**config.mk**
```make
export PLATFORM = sky130hd
export DESIGN_NAME = wdt_guarded
export DESIGN_NICKNAME = d
export VERILOG_FILES = /design/src/rtl/wdt_guarded.sv
export SDC_FILE = /design/constraint.sdc
export NUM_CORES = 1
export LEC_CHECK = 0
export ABC_AREA = 1
export BUFFER_PORTS_ARGS = -buffer_cell sky130_fd_sc_hd__clkbuf_2
export CORE_ASPECT_RATIO = 1.5
export CORE_MARGIN = 10
export CORE_UTILIZATION = 52
export CTS_CLUSTER_DIAMETER = 120
export CTS_CLUSTER_SIZE = 28
export DETAILED_ROUTE_END_ITERATION = 7
export PLACE_DENSITY_LB_ADDON = 0.12
export SYNTH_ARGS = -nofsm -noshare
export SYNTH_HDL_FRONTEND = slang
export SYNTH_SLANG_ARGS = --single-unit
```
**constraint.sdc**
```tcl
create_clock -name clk -period 4.9 [get_ports clk]
set_clock_uncertainty 0.05 [all_clocks]
set_input_delay 0.245 -clock clk [delete_from_list [all_inputs] [get_ports clk]]
set_output_delay 0.245 -clock clk [all_outputs]
set_load 0.005 [all_outputs]
```
**src/rtl/wdt_guarded.sv**
```systemverilog
module wdt_guarded #(
  parameter int LEVEL    = 1,
  parameter int SEL_W    = 3,
  parameter int BASE_EXP = 10,
  parameter int WIN      = 4
) (
  input  logic             clk,
  input  logic             rst_n,
  input  logic             wr_stb,
  input  logic             wr_run,
  input  logic             wr_unlock,
  input  logic [SEL_W-1:0] wr_scale,
  input  logic             kick,
  output logic             rd_run,
  output logic             rd_unlock,
  output logic [SEL_W-1:0] rd_scale,
  output logic             bite
);
  localparam int CNT_W = BASE_EXP + (1 << SEL_W) - 1;
  localparam int WIN_W = $clog2(WIN + 1);

  logic [WIN_W-1:0] win_q;
  logic [SEL_W-1:0] scale_q;
  logic [CNT_W-1:0] cnt_q;
  logic             run_q;
  logic             bite_q;

  wire win_open = win_q != '0;
  wire open_wr  = wr_stb && wr_unlock && wr_run;
  wire apply_wr = wr_stb && !wr_unlock && win_open;
  wire clr      = kick || apply_wr || !run_q;

  wire [CNT_W:0] limit = (CNT_W+1)'(1) << (BASE_EXP + int'(scale_q));
  wire [CNT_W:0] term  = limit - (CNT_W+1)'(1);
  wire           hit   = {1'b0, cnt_q} == term;

  always_ff @(posedge clk) begin
    if (!rst_n)
      win_q <= '0;
    else if (open_wr)
      win_q <= WIN_W'(WIN);
    else if (apply_wr)
      win_q <= '0;
    else if (win_open)
      win_q <= win_q - 1'b1;
  end

  always_ff @(posedge clk) begin
    if (!rst_n)
      scale_q <= '0;
    else if (apply_wr)
      scale_q <= wr_scale;
  end

  generate
    if (LEVEL == 2) begin : g_locked
      always_ff @(posedge clk) run_q <= 1'b1;
    end else begin : g_free
      always_ff @(posedge clk) begin
        if (!rst_n)
          run_q <= 1'b0;
        else if (apply_wr)
          run_q <= wr_run;
        else if (wr_stb && wr_run)
          run_q <= 1'b1;
      end
    end
  endgenerate

  always_ff @(posedge clk) begin
    if (!rst_n) begin
      cnt_q  <= '0;
      bite_q <= 1'b0;
    end else begin
      bite_q <= !clr && hit;
      if (clr || hit)
        cnt_q <= '0;
      else
        cnt_q <= cnt_q + 1'b1;
    end
  end

  assign rd_run    = (LEVEL == 2) ? 1'b1 : run_q;
  assign rd_unlock = win_open;
  assign rd_scale  = scale_q;
  assign bite      = bite_q;
endmodule

```
==> results of run 1 <==
-- area by class of cell --
cell class	instances	area, um2	share of cell area [%]
multi-input cells	162	863.3	51.88
inverters	37	138.9	8.346
repair buffers	14	70.07	4.211
flip-flops and latches	25	500.5	30.08
clock buffers	4	45.04	2.707
well taps	37	46.29	2.782
-- registers in the layout, summed over array words and instances (netlist names) --
signal and cells:
rd_scale 3, bite 1, rd_run 1, cnt_q 17, win_q 3
-- cell usage after synthesis --
master	count
nand3b_1	1
nor2_2	1
nor2_1	43
buf_6	1
inv_2	2
xor2_1	12
nand3_2	2
nand2_1	57
a21oi_1	6
or2_2	1
ha_1	9
nor3_4	2
nand2_4	1
nand3_1	8
nand4_1	5
nor3_1	4
o21ai_0	4
and3_1	1
inv_1	35
dfxtp_1	25
a31oi_1	1
xnor2_1	3
or2_1	1
-- worst max path at each step --
stage / end / start / slack, ns / cells past startpoint
after floorplan: cnt_q[13] / rd_scale[1] / 2.90 / 13
after global placement: cnt_q[7] / rd_scale[1] / 2.74 / 12
after detailed placement: cnt_q[4] / rd_scale[1] / 2.73 / 12
after CTS: cnt_q[4] / rd_scale[1] / 2.72 / 12
after global routing: cnt_q[6] / rd_scale[1] / 2.50 / 12
final: cnt_q[4] / rd_scale[1] / 2.74 / 12
-- critical path, cell delays in order, from the launching register on --
cell     delay, ns
dfxtp_1       0.50
inv_2         0.12
ha_1          0.38
nor2_1        0.25
nand2_1       0.08
nand2_1       0.06
nand2_1       0.04
inv_1         0.05
nand2_1       0.04
nor2_1        0.12
nand3_2       0.12
nand2_4       0.18
nor2_1        0.06
-- cell families (layout without fill, tap and decap cells) --
kind of cell	after synthesis	after routing	share of synthesized area, %
AOI/OAI and AO/OA	11	11	3.719
DFF	25	25	33.06
buffers and inverters	38	55	9.918
xor gates and xnor gates	15	15	8.678
adders and majority gates	9	9	7.438
and+or+nand+nor	127	127	37.19
-- through the flow --
step	area (um2)	setup slack, ns	util (%)	power, W	hold WS [ns]
floorplan	1514	2.898	-	0.0003775	0.3334
global placement	1619	2.744	59.22	0.0004215	0.3867
detailed placement	1619	2.733	59.22	0.0004216	0.3941
CTS	1664	2.719	60.87	0.0005396	0.1903
global route	1664	2.501	60.87	0.0005818	0.2133
finish	1664	2.736	60.87	0.0005323	0.1905
-- power by group --
part / total, W / leakage, nW / switching, W / internal (W)
sequential: 0.000233 / 0.202 / 0.0000141 / 0.000219
combinational: 0.000180 / 0.520 / 0.000108 / 0.0000721
clock: 0.000119 / 0.0228 / 0.0000605 / 0.0000580
-- layer usage --
metal,track usage (%),wire (um)
met1,11.91,1298
met3,2.214,55
met4,3.593,19
met5,0,0
met2,20.07,1520
==> results.md, run 1 <==
- DRT Pass-1 Iters: 5
- Area leader, netlist: dfxtp_1
- Hold Fails Final Rpt: 0
- Worst hold stages: 3
- Root Buffer: clkbuf_8
- LEAKAGE: between 0.7 and 0.8 nW
- Average wire per standard cell: 10.37 um
- Post-DRT Antenna Nets: 0
- Die Y: 86.09 um
- Vias: 1,310
- Placed cells: 275
- Max_cap viols: 0
- Max Freq: around 0.46 GHz
- GRT Overall Usage: a little over a tenth
- CP max FO: 17
- Clk buf depth: 2
- Global-route wire length before repair: 5078 um
- Largest net degree at the start of global routing: 18
- Vias in the first global route: 1,270
- Setup TNS: 0 ns
- Synth warnings: 0
- Syn nets: 243
- Min-Delay Startpoint: wr_run
- Slew margin rel.: 78.63%
- Initial core utilization: between 50% and 60%
- Ant diodes: 0
- Top cell type's share of synthesized area: 33.06%
- Final #Nets: 261
- Cell variety after synth: 23
- Core area: 2734 um2
- CP Class: reg -> reg
- Post-CTS Resized: 0
- CTS hold repair buffers: 0
- Initial antenna violation count: 0
- Hold Path Sink: rd_run
- Commonest non-fill, non-tap cell in the layout: nand2_1
- Avg Inst Size Synth: 6.729 um2
- Die Width: 64.06 um
- Vias per std cell: 4.695
- Mapped Cells: 225
- H-tree depth: 1
- Critical Path Start Type: flop
- Sequential-to-total area share from yosys stat: 33.06%
- Max-slew violations: 0
- Grt total ovfl: 0
- PortBufs: 14
- Ports: 15
- Worst-margin pin slew: 0.3182 ns
- CTS tree: built
- Top post-synthesis cells by area: dfxtp_1 (33%), nand2_1 (14%), nor2_1 (11%)
- Most frequent cells in the layout: nand2_1 (57), nor2_1 (43), inv_1 (35)
- Worst vdd ir: about 320 uV
- Final Non-Filler Cells: 279
- Clock transition at path regs: 0.08 ns
- Num CTS Buffers: 3
- Count of fill cells added during filler insertion: 297
- R2R depth: 12
- Die ar.: 5514 um2
- Launching point of the worst reg2reg path: rd_scale[1]
- Yosys reg bits: 25
- Post-Syn Area: between 1500 and 2000 um2
- Initial DRC count: 41
- Hold Crit Class: in -> reg
- GPL Wtd Cong: 0.8468
- Layout cell share with drive strength beyond 1: 10.74%
- Final setup violation count: 0
- DR DRC count: 0
- Post-layout min period: 2.164 ns
- Rows: 23
- Worst-skew pair later-pin latency: 0.26 ns
- FF-to-FF End: cnt_q[4]
- Outcome: complete, no violations
- Clock sinks: 25
- RSZ-0062 raised after global routing: no
- Arrival time at the worst endpoint: 2.27 ns
- Post CTS Setup Buffer Count: 0
- Routed WL: 2894 um
- Pwr/cell area: 319.9 nW/um2
- HPWL after DPL: 2369 um
- Critical Path RT: 5.01 ns
- Fin crit share: between 40 and 50%
- Worst Setup End Kind: flop
- Reg2reg setup slack: 2.74 ns
- Area grow syn2layout: 9.918%
No activity file was read; power rests on OpenSTA's default activity.
==> run 2: changes to the inputs <==
--- a/config.mk
+++ b/config.mk
@@ -5,11 +5,11 @@
 export SDC_FILE = /design/constraint.sdc
 export NUM_CORES = 1
 export LEC_CHECK = 0
-export ABC_AREA = 1
+export ABC_AREA = 0
 export BUFFER_PORTS_ARGS = -buffer_cell sky130_fd_sc_hd__clkbuf_2
 export CORE_ASPECT_RATIO = 1.5
 export CORE_MARGIN = 10
-export CORE_UTILIZATION = 52
+export CORE_UTILIZATION = 51
 export CTS_CLUSTER_DIAMETER = 120
 export CTS_CLUSTER_SIZE = 28
 export DETAILED_ROUTE_END_ITERATION = 7
==> constraint.sdc (replaced) <==
create_clock -name clk -period 1.9 [get_ports clk]
set_clock_uncertainty 0.05 [all_clocks]
set_input_delay 0.095 -clock clk [delete_from_list [all_inputs] [get_ports clk]]
set_output_delay 0.095 -clock clk [all_outputs]
set_load 0.005 [all_outputs]
==> run 2 against run 1 <==
  * The flow now finishes with violations (setup timing)
  * Utilization grew 5.6 points
  * Maximum frequency down 5.4%
  * Wire length rose by 4.4%
  * Critical path type unchanged
  * Critical endpoint is now cnt_q[1]
  * Largest cell class unchanged
  * Highest routed layer unchanged
==> results.md, run 2 <==
- HPWL after DPL: 2459 um (+3.8%)
- Max reg flops: 17 (unchanged)
- R2R depth: 7 (-5)
- Ys async rst share: 0% (unchanged)
- LEAKAGE: 0.7241 nW (-2.8%)
- Die Y: 83.68 um (-2.8%)
- Root Buffer: clkbuf_8
- Worst-skew pair later-pin latency: 0.27 ns (about the same)
- Arrival time at the worst endpoint: 2.41 ns (+0.14 ns)
- Yosys reg bits: 25 (unchanged)
- Cell variety after synth: 35 (+52%)
- Post-synth top cells: dfxtp_1 (25), nor2_1 (23), xor2_1 (14)
- GRT Overall Usage: 12.12% (+1.2 points)
- Sequential cell area: 505.5 um2 (+1.0%)
- Grt total ovfl: 0 (unchanged)
- EDFF count, synth: 0 (unchanged)
- Pwr/cell area: 737.2 nW/um2 (+130%)
- Synth warnings: 0 (unchanged)
- Hold Fails Final Rpt: 0 (unchanged)
- Last element of the critical path: cnt_q[1]
- PortBufs: 14 (unchanged)
- Top-count cell post-synth: dfxtp_1
- Placement-stage cell area: 1689 um2 (+4.3%)
- DR DRC count: 0 (unchanged)
- Initial DRC count: 25 (-39%)
- CP Class: reg -> reg
- Vias per std cell: 5.241 (+12%)
- CP max FO: 7 (-10)
- Area grow syn2layout: 27.68%
- Clk buf depth: 2 (unchanged)
- Largest net degree at the start of global routing: 15 (-3)
- Max-slew violations: 0 (unchanged)
- Post-layout min period: 2.288 ns (+0.1238 ns)
- Worst vdd ir: 724.0 uV (+130%)
- Failing checks: setup timing
- Vias in the first global route: 1,231 (-3.1%)
- Most frequent cells in the layout: buf_4 (26), nor2_1 (23), dfxtp_1 (23)
- RSZ-0062 raised after global routing: yes
- Avg Inst Size Synth: 9.192 um2 (+37%)
- DRT Pass-1 Iters: 4 (-1)
- GPL Wtd Cong: 0.8117 (-4.1%)
- Post CTS Setup Buffer Count: 0 (unchanged)
- Die ar.: 5226 um2 (-5.2%)
- M3 GR Usage: 3.495% (+1.3 points)
- Clock sinks: 25 (unchanged)
- Max_cap viols: 0 (unchanged)
- Average wire per standard cell: 13.25 um (+28%)
- Top FF cell, synth: dfxtp_1
- Clock transition at path regs: 0.09 ns (about the same)
- Grt peak-use layer: met2
- Crit-path cells: inv_2 > ha_4 > and4bb_2 > xnor2_1 > or4_4 > or4_4 > and3_1
- Worst path slowest cell: or4_4
- Final Worst Setup Slack: -0.3877 ns (-3.124 ns)
- CTS hold repair buffers: 0 (unchanged)
- Finished Cell Area: 1760 um2 (+5.8%)
- Slowest stage delay, CP: 0.52 ns (+0.02 ns)
- Routing usage on met1: 12.16% (+0.25 points)
- Post-DRT Antenna Nets: 0 (unchanged)
- Fin crit share: 120.4% (+76 points)
- Layout cell share with drive strength beyond 1: 30.89% (+20 points)
- Ant diodes: 0 (unchanged)
- Multi-input logic area: 875.8 um2 (+1.4%)
- Min-Delay Startpoint: wr_scale[1]
- Vias: 1,195 (-8.8%)
- Post-Syn Area: 1379 um2 (-8.9%)
- Top cell type's share of synthesized area: 36.30% (+3.2 points)
- Slew margin rel.: 70.96% (-7.7 points)
- Reg2reg setup slack: -0.39 ns (-3.12 ns)
- Count of fill cells added during filler insertion: 224 (-25%)
- Worst Setup End Kind: flop
- Final setup violation count: 15 (+15)
- Rows: 23 (unchanged)
- Commonest non-fill, non-tap cell in the layout: buf_4
- Routed WL: 3021 um (+4.4%)
- Launch point of the critical path: rd_scale[2]
- Core area: 2648 um2 (-3.2%)
- H-tree depth: 1 (unchanged)
- Top post-synthesis cells by area: dfxtp_1 (36%), xor2_1 (8.9%), ha_1 (8.2%)
- Ports: 15 (unchanged)
- Die Width: 62.46 um (-2.5%)
- Critical Path Start Type: flop
- GR Util met2: 22.75% (+2.7 points)
- Max Freq: 0.4371 GHz (-5.4%)
- Area leader, netlist: dfxtp_1
- Initial antenna violation count: 0 (unchanged)
- FF-to-FF End: cnt_q[1]
- Num CTS Buffers: 3 (unchanged)
- Final #Nets: 210 (-20%)
- Initial core utilization: 52.08% (-3.3 points)
- Hold Crit Class: in -> reg
- CTS tree: built
- Global-route wire length before repair: 5368 um (+5.7%)
- Mapped Cells: 150 (-33%)
- Syn nets: 168 (-31%)
- Outcome: finished with violations
- Sequential-to-total area share from yosys stat: 36.30% (+3.2 points)
- Critical Path RT: 2.03 ns (-2.98 ns)
- Worst hold margin: 0.02300 ns (-0.1675 ns)
- Worst-margin pin slew: 0.4316 ns (+0.1135 ns)
- Cell mode on critical path: or4_4
- Launching point of the worst reg2reg path: rd_scale[2]
- Biggest register: cnt_q
## run 2: changes by cell type in the layout (fill, tap and decap cells not counted), sizes merged, moves of 6 or more
cell,delta
xnor2,+9
nand2,-50
buf,+26
inv,-32
nand3,-6
nor2,-21
## run 2: area by class of cell
type / instances / area share (%)
well taps: 37 / 2.630
clock inverters: 1 / 0.2843
clock buffers: 3 / 2.345
flip-flops and latches: 25 / 28.71
repair buffers: 40 / 15.07
inverters: 5 / 1.208
multi-input cells: 117 / 49.75
## run 2: cell families after synthesis
logic type                 Yosys count  synth area share, %
and+or+nand+nor                     68                27.04
xor gates and xnor gates            26                16.52
DFF                                 25                36.30
AOI/OAI and AO/OA                    9                4.992
adders and majority gates            9                8.167
buffers and inverters                8                3.267
muxes                                5                3.721
## run 2: worst min-delay path by stage
stage,slack (ns),cells past startpoint,to
CTS,0.02,3,rd_scale[1]
global placement,0.30,3,rd_scale[2]
finish,0.02,3,rd_scale[1]
detailed placement,0.31,3,rd_scale[1]
global route,0.05,3,rd_scale[2]
floorplan,0.17,1,win_q[2]
## run 2: power by group
group | switching [W] | internal [W] | total [W]
Combinational | 0.000194 | 0.000202 | 0.000396
Sequential | 0.0000246 | 0.000559 | 0.000583
Clock | 0.000172 | 0.000147 | 0.000319
Total | 0.000390 | 0.000907 | 0.00130
## run 2: critical path, delay by kind of cell (launching register included)
kind / cells / cell delay [ns]
and+or+nand+nor: 4 / 1.33
xor gates and xnor gates: 1 / 0.13
buffers and inverters: 1 / 0.06
adders and majority gates: 1 / 0.26
DFF: 1 / 0.36
## run 2: stage by stage
stage	instances	setup TNS (ns)	power (W)	setup WS, ns	util [%]
2_1_floorplan	150	-6.110	0.0008629	-0.4882	-
3_3_place_gp	224	-4.821	0.0009636	-0.4143	63.80
3_5_place_dp	224	-5.213	0.0009830	-0.4654	63.80
4_1_cts	228	-4.962	0.001303	-0.3776	65.78
5_1_grt	228	-5.899	0.001401	-0.4334	66.49
6_report	228	-5.059	0.001298	-0.3877	66.49
## run 2: per-layer routing
| metal | part of all wire [%] | routed length (um) |
|---|---|---|
| met5 | 0 | 0 |
| met4 | 1.9 | 57 |
| met3 | 3.4 | 103 |
| met2 | 54 | 1641 |
| met1 | 40 | 1219 |
## run 2: what timing repair did
item	4_1_cts	5_1_grt
gates resized for setup	2	4
pin swaps	4	2
setup endpoints to repair	15	15
gates cloned	0	0
hold endpoints to repair	0	0
==> run 3: changes to the inputs <==
--- a/config.mk
+++ b/config.mk
@@ -9,7 +9,7 @@
 export BUFFER_PORTS_ARGS = -buffer_cell sky130_fd_sc_hd__clkbuf_2
 export CORE_ASPECT_RATIO = 1.5
 export CORE_MARGIN = 10
-export CORE_UTILIZATION = 51
+export CORE_UTILIZATION = 41
 export CTS_CLUSTER_DIAMETER = 120
 export CTS_CLUSTER_SIZE = 28
 export DETAILED_ROUTE_END_ITERATION = 7
==> run 3 against run 2 <==
  * The run still ends with setup timing left
  * Non-clock buffer count unchanged
  * First-iteration DRC count increased by 16%
  * Combinational power increased by 3%
  * Maximum frequency decreased by 1.0%
  * Critical path depth unchanged
  * Largest cell class unchanged
  * Worst hold slack improved by 0.021 ns
  * Clock power increased by 4%
  * Clock-buffer cell count unchanged
  * Flip-flop and latch count unchanged
  * Largest power group unchanged
  * Die area increased by 17%
==> results.md, run 3 (synthesized netlist as in run 2, its figures left out) <==
- Post-DRT Antenna Nets: 0 (unchanged)
- Post CTS Setup Buffer Count: 0 (unchanged)
- Post-layout min period: 2.311 ns (+0.02322 ns)
- CP Class: reg -> reg
- Worst hold margin: 0.04368 ns (+0.02068 ns)
- HPWL after DPL: 2625 um (+6.8%)
- Biggest register: cnt_q
- Max-slew violations: 0 (unchanged)
- Vias: 1,174 (-1.8%)
- Commonest non-fill, non-tap cell in the layout: buf_4
- Average wire per standard cell: 13.77 um (+3.9%)
- Max_cap viols: 0 (unchanged)
- Worst hold stages: 3 (unchanged)
- Clock sinks: 25 (unchanged)
- Routed WL: 3180 um (+5.3%)
- R2R depth: 7 (unchanged)
- Grt total ovfl: 0 (unchanged)
- Outcome: finished with violations
- Final Worst Setup Slack: -0.4110 ns (-0.02322 ns)
- Max reg flops: 17 (unchanged)
- CTS tree: built
- Worst-margin pin slew: 0.4217 ns (-0.009947 ns)
- CP max FO: 7 (unchanged)
- Initial core utilization: 43.22% (-8.9 points)
- DRT Pass-1 Iters: 4 (unchanged)
- Initial antenna violation count: 0 (unchanged)
- Final setup violation count: 15 (unchanged)
- Die ar.: 6131 um2 (+17%)
- GPL Wtd Cong: 0.8508 (+4.8%)
- Critical Path Start Type: flop
- Layout cell share with drive strength beyond 1: 31.41% (+0.52 points)
- Hold Fails Final Rpt: 0 (unchanged)
- Rows: 25 (+8.7%)
- Final #Nets: 210 (unchanged)
- Root Buffer: clkbuf_8
- Area grow syn2layout: 29.95%
- Pwr/cell area: 739.7 nW/um2 (+0.35%)
- CTS hold repair buffers: 0 (unchanged)
- Die Y: 91.03 um (+8.8%)
- Clock transition at path regs: 0.10 ns (about the same)
- DR DRC count: 0 (unchanged)
- Vias in the first global route: 1,302 (+5.8%)
- Max Freq: 0.4327 GHz (-1.0%)
- Num CTS Buffers: 3 (unchanged)
- Failing checks: setup timing
- H-tree depth: 1 (unchanged)
- Total power: 0.001325 W (+2.1%)
- Largest net degree at the start of global routing: 16 (+1)
- Die Width: 67.35 um (+7.8%)
- Ports: 15 (unchanged)
- Initial DRC count: 29 (+16%)
- RSZ-0062 raised after global routing: yes
- Vias per std cell: 5.082 (-3.0%)
- Hold Crit Class: in -> reg
- Slew margin rel.: 71.63% (+0.67 points)
- Global-route wire length before repair: 5644 um (+5.1%)
- Worst Setup End Kind: flop
- Arrival time at the worst endpoint: 2.44 ns (+0.03 ns)
- Worst-skew pair later-pin latency: 0.28 ns (about the same)
- Most frequent cells in the layout: buf_4 (25), nor2_1 (23), dfxtp_1 (23)
- GRT Overall Usage: 11.16% (-0.96 points)
- Clk buf depth: 2 (unchanged)
- LEAKAGE: 0.7284 nW (+0.58%)
- Ant diodes: 0 (unchanged)
- PortBufs: 14 (unchanged)
- Worst vdd ir: 494.7 uV (-32%)
- Fin crit share: 121.6% (+1.2 points)
- Core area: 3191 um2 (+21%)
- Critical Path RT: 2.03 ns (about the same)
==> run 3: cell count changes in the layout (fill, tap and decap cells not counted), sizes merged <==
| cell | previous run | this run |
|---|---|---|
| inv | 5 | 6 |
| clkinv | 1 | 0 |
==> run 3: metal layers <==
metal / up-vias / part of all wire [%] / global-route usage [%]
met2: 15 / 57 / 21.19
met3: 2 / 1.9 / 1.722
met5: - / 0 / 0
met1: 556 / 41 / 12.07
li1: 601 / - / -
met4: 0 / 0.60 / 2.577
==> run 3: cell type report <==
| type | count | area (um2) |
|---|---|---|
| clock buffer | 3 | 41.29 |
| clock inverter | 1 | 6.256 |
| fill | 313 | 1399 |
| inverter | 5 | 21.27 |
| multi-input combinational | 117 | 895.9 |
| sequential | 25 | 508.0 |
| tap | 40 | 50.05 |
| timing repair buffer | 40 | 269.0 |
==> run 3: worst max-delay path, stage by stage (launching register included) <==
cell      delay, ns
dfxtp_4        0.40
inv_4          0.04
ha_4           0.26
and4bb_2       0.23
xnor2_1        0.12
or4_4          0.53
or4_4          0.43
and3_1         0.15
==> run 3: stage by stage <==
| stage | TNS [ns] | worst slack, ns | utilization (%) | instance area, um2 | std cells |
|---|---|---|---|---|---|
| final | -5.243 | -0.4110 | 56.16 | 1792 | 231 |
| after global routing | -6.096 | -0.4569 | 56.16 | 1792 | 231 |
| after CTS | -5.321 | -0.3821 | 54.75 | 1747 | 231 |
| after detailed placement | -5.954 | -0.5045 | 53.06 | 1693 | 227 |
| after global placement | -5.486 | -0.4517 | 53.06 | 1693 | 227 |
| after floorplan | -6.110 | -0.4882 | - | 1404 | 150 |
==> run 3: worst paths after layout <==
path | slack, ns | endpoint | start
worst min-delay path | 0.04 | rd_scale[0] | wr_scale[0]
worst min register to register | 0.47 | win_q[1] | win_q[1]
worst max register to register | -0.41 | cnt_q[1] | rd_scale[1]
worst max-delay path | -0.41 | cnt_q[1] | rd_scale[1]
==> run 3: report_power, final <==
group | leakage (nW) | switching [W] | internal [W]
clock | 0.0260 | 0.000183 | 0.000150
combinational | 0.498 | 0.000200 | 0.000206
sequential | 0.204 | 0.0000272 | 0.000558
total | 0.728 | 0.000411 | 0.000915
==> run 3: timing repair <==
| item | in CTS | in global routing |
|---|---|---|
| gates cloned | 0 | 0 |
| setup endpoints to repair | 15 | 15 |
| pin swaps | 4 | 0 |
| resized for setup | 3 | 7 |
